==> src/rtl/tri_dither.sv <==
module tri_dither #(
  parameter int CODE_W = 4
) (
  input  logic              clk,
  input  logic              rst_n,
  input  logic [CODE_W-1:0] pix_code,
  input  logic              pix_valid,
  input  logic              frame_go,
  input  logic              blank,
  output logic              red_drv,
  output logic              grn_drv,
  output logic              drv_valid
);
  localparam int LVL_W  = CODE_W / 2;
  localparam int PERIOD = 3;
  localparam int PH_W   = $clog2(PERIOD);

  logic [PH_W-1:0]  phase;
  logic [LVL_W-1:0] red_lvl, grn_lvl;
  logic             red_lit, grn_lit;

  assign red_lvl = pix_code[CODE_W-1 -: LVL_W];
  assign grn_lvl = pix_code[LVL_W-1:0];

  function automatic logic lit(input logic [LVL_W-1:0] lvl, input logic [PH_W-1:0] ph);
    unique case (lvl)
      2'b00:   lit = 1'b0;
      2'b01:   lit = (ph == '0);
      2'b10:   lit = (ph != '0);
      default: lit = 1'b1;
    endcase
  endfunction

  assign red_lit = lit(red_lvl, phase);
  assign grn_lit = lit(grn_lvl, phase);

  always_ff @(posedge clk) begin
    if (!rst_n)
      phase <= '0;
    else if (frame_go)
      phase <= (phase == PH_W'(PERIOD - 1)) ? '0 : phase + 1'b1;
  end

  always_ff @(posedge clk) begin
    if (!rst_n) begin
      red_drv   <= 1'b0;
      grn_drv   <= 1'b0;
      drv_valid <= 1'b0;
    end else begin
      red_drv   <= pix_valid && !blank && red_lit;
      grn_drv   <= pix_valid && !blank && grn_lit;
      drv_valid <= pix_valid;
    end
  end
endmodule

==> config.mk <==
export PLATFORM = sky130hd
export DESIGN_NAME = tri_dither
export DESIGN_NICKNAME = d
export VERILOG_FILES = /design/src/rtl/tri_dither.sv
export SDC_FILE = /design/constraint.sdc
export NUM_CORES = 1
export LEC_CHECK = 0
export BUFFER_PORTS_ARGS = -buffer_cell sky130_fd_sc_hd__buf_2
export CELL_PAD_IN_SITES_DETAIL_PLACEMENT = 1
export CELL_PAD_IN_SITES_GLOBAL_PLACEMENT = 2
export CORE_AREA = 4 4 41 43
export CTS_CLUSTER_SIZE = 10
export DETAILED_ROUTE_END_ITERATION = 8
export DIE_AREA = 0 0 45 47
export PLACE_DENSITY = 0.65
export SETUP_SLACK_MARGIN = 0.4
export SYNTH_ARGS = -nofsm -noshare
export SYNTH_HDL_FRONTEND = slang
export SYNTH_SLANG_ARGS = --single-unit
==> constraint.sdc <==
create_clock -name clk -period 1.5 [get_ports clk]
set_input_delay 0.075 -clock clk [delete_from_list [all_inputs] [get_ports clk]]
set_output_delay 0.075 -clock clk [all_outputs]
set_load 0.03 [all_outputs]
==> results.py <==
metrics = {
    "run_status": {
        "outcome": "complete, no violations",
    },
    "layout": {
        "post-route-util_pct": 23.0,
        "layout_common_cells": "11 x buf_2, 5 x dfxtp_1, 3 x or3b_1, 3 x a21oi_1, 3 x clkbuf_4",
        "final_area_um2": 299,
        "final_cells": 50,
        "final_nets": 45,
        "syn_to_final_growth_pct": 50.3,
        "fillers": 171,
        "final_common_cell": "buf_2",
        "drive_gt1_share_pct": 42.9,
        "n_antenna_cell": 0,
    },
    "yosys": {
        "synth_cell_type_count": 10,
        "syn-instance-count": 20,
        "synth_area_um2": 199,
        "syn_avg_cell_area_um2": 9.95,
        "yosys_warnings": 0,
        "ys_ff_latch": 5,
        "ys_seq_area_share_pct": 50.3,
        "synth_nets": 29,
    },
    "critical_path": {
        "cp_cell_sequence": "or3b_1 > a21oi_1",
        "critPathMaxFanout": 7,
        "required_ps": 1670,
        "slowest_stage": "or3b_1",
        "arrival_ps": 1130,
        "crit_path_max_incr_delay_ps": 390,
        "path_class": "flip-flop to flip-flop",
        "cp-start-kind": "flip-flop",
        "cp-end-kind": "flip-flop",
    },
    "floorplanning": {
        "dieArea_mm2": 0.00212,
        "die_w_um": 45,
        "rows": 13,
        "io_pins": 12,
        "fp.coreArea_mm2": 0.00130,
        "start_util_pct": 15.3,
        "fp.dieH_um": 47,
    },
    "grt": {
        "grt_pass1_wl_um": 917,
        "grt_util_met3_pct": 3.83,
        "antenna_found_initial": 0,
        "grt-busiest-layer": "met2",
        "track_usage_pct": 7.05,
        "first_global_vias": 243,
        "met1_usage_pct": 5.72,
        "gr-total-overflow": 0,
        "grt_max_degree": 8,
        "grt_use_met2_pct": 11.0,
    },
    "clock_network": {
        "cts_tree": "done",
        "cts_setup_buffers": 0,
        "htree_levels": 1,
        "hold_buffers": 0,
        "cts_root_buffer": "clkbuf_4",
        "clkTransAtPathRegs_ps": 50,
        "cts_buffers": 3,
        "worstSkewPairLatency_ps": 250,
        "clockBufferDepth": 2,
        "cts.sinks": 5,
        "cts_resized": 0,
    },
    "timing": {
        "max_slew_margin_pct": 86.4,
        "tightest_slew_ps": 204,
        "finClkSkew_ps": 2.35,
        "clock.fmax_mhz": 1040,
        "rsz0062_at_grt": "false",
        "hold_ws_ps": 65.2,
        "hold_viol_final": 0,
        "drv_slew": 0,
        "period_share_pct": 63.9,
        "worst_slack_ps": 541,
        "finalSetupTns_ps": 0,
        "post-route-min-period_ps": 959,
        "setup-violations-final": 0,
    },
    "route": {
        "firstDrtPassIters": 2,
        "via_count": 209,
        "vias_per_cell": 4.18,
        "route.detailed.wl_per_inst_um": 11.8,
        "drtIter0Drc": 1,
        "drtAntennaViolNets": 0,
        "wirelength_um": 592,
        "remaining_drc_errors": 0,
    },
    "pwr": {
        "p_leak_nw": 0.137,
        "powerDensity_mw_per_mm2": 1160,
        "peakVddDrop_v": 0.000264,
        "total_power_uw": 348,
    },
    "placed_design": {
        "portBuffers": 11,
        "place_congestion": 0.662,
        "hpwl_um": 466,
        "placed_area_um2": 273,
        "preCtsSetupSlack_ps": 553,
        "dp_cells": 46,
    },
    "worst_hold_path": {
        "worst_hold_path_type": "input pin to flip-flop",
    },
    "job": {
        "max_cap_viol_count": 0,
    },
}
-- routing by layer --
layer	part of all wire [%]	up-vias
met5	0	-
met4	2.7	0
met3	14	2
met2	45	12
met1	38	96
li1	-	99
-- worst paths after layout --
path	startpoint	to	slack [ps]	depth (start not counted)
worst max-delay path	phase[1]$_SDFFE_PN0P_	grn_drv$_SDFF_PN0_	540	2
worst max register to register	phase[1]$_SDFFE_PN0P_	grn_drv$_SDFF_PN0_	540	2
worst min register to register	phase[0]$_SDFFE_PN0P_	phase[1]$_SDFFE_PN0P_	560	2
worst min-delay path	pix_valid	drv_valid$_SDFF_PN0_	70	2
-- registers in the layout (all words and copies together), names as in the netlist --
register and flops:
grn_drv 1, phase 2, red_drv 1, drv_valid 1
-- power breakdown --
group / total, mW / internal [mW] / switching [mW]
sequential: 0.146 / 0.140 / 0.00571
clock: 0.163 / 0.101 / 0.0620
combinational: 0.0397 / 0.0199 / 0.0198
-- cells in the mapped netlist --
cell	number	area share, %
a21oi_1	3	7.5
or2b_1	1	3.8
or3b_1	3	13
dfxtp_1	5	50
a21oi_2	1	4.4
nand2b_1	1	3.1
and2_1	1	3.1
o21ai_0	2	5.0
nand3b_1	2	7.5
inv_1	1	1.9
-- worst max-delay path, delay by kind of cell, from the launching register on --
family	cells	cell delay, ps
flops	1	350
compound gates	1	150
simple gates	1	390
-- cell type report --
type / instances / area (µm²) / area share, %
multi-input cells: 14 / 95.1 / 31.8
well taps: 15 / 18.8 / 6.28
repair buffers: 11 / 55.1 / 18.4
flip-flops and latches: 5 / 100 / 33.5
inverters: 1 / 3.75 / 1.26
clock buffers: 4 / 26.3 / 8.79
-- cell families (layout without fill, tap and decap cells) --
kind of cell	Yosys count	after routing	synth area share, %
buf+inv	1	16	1.88
flops	5	5	50.3
simple gates	8	8	30.8
compound gates	6	6	17.0
(Power assumes the default switching activity.)
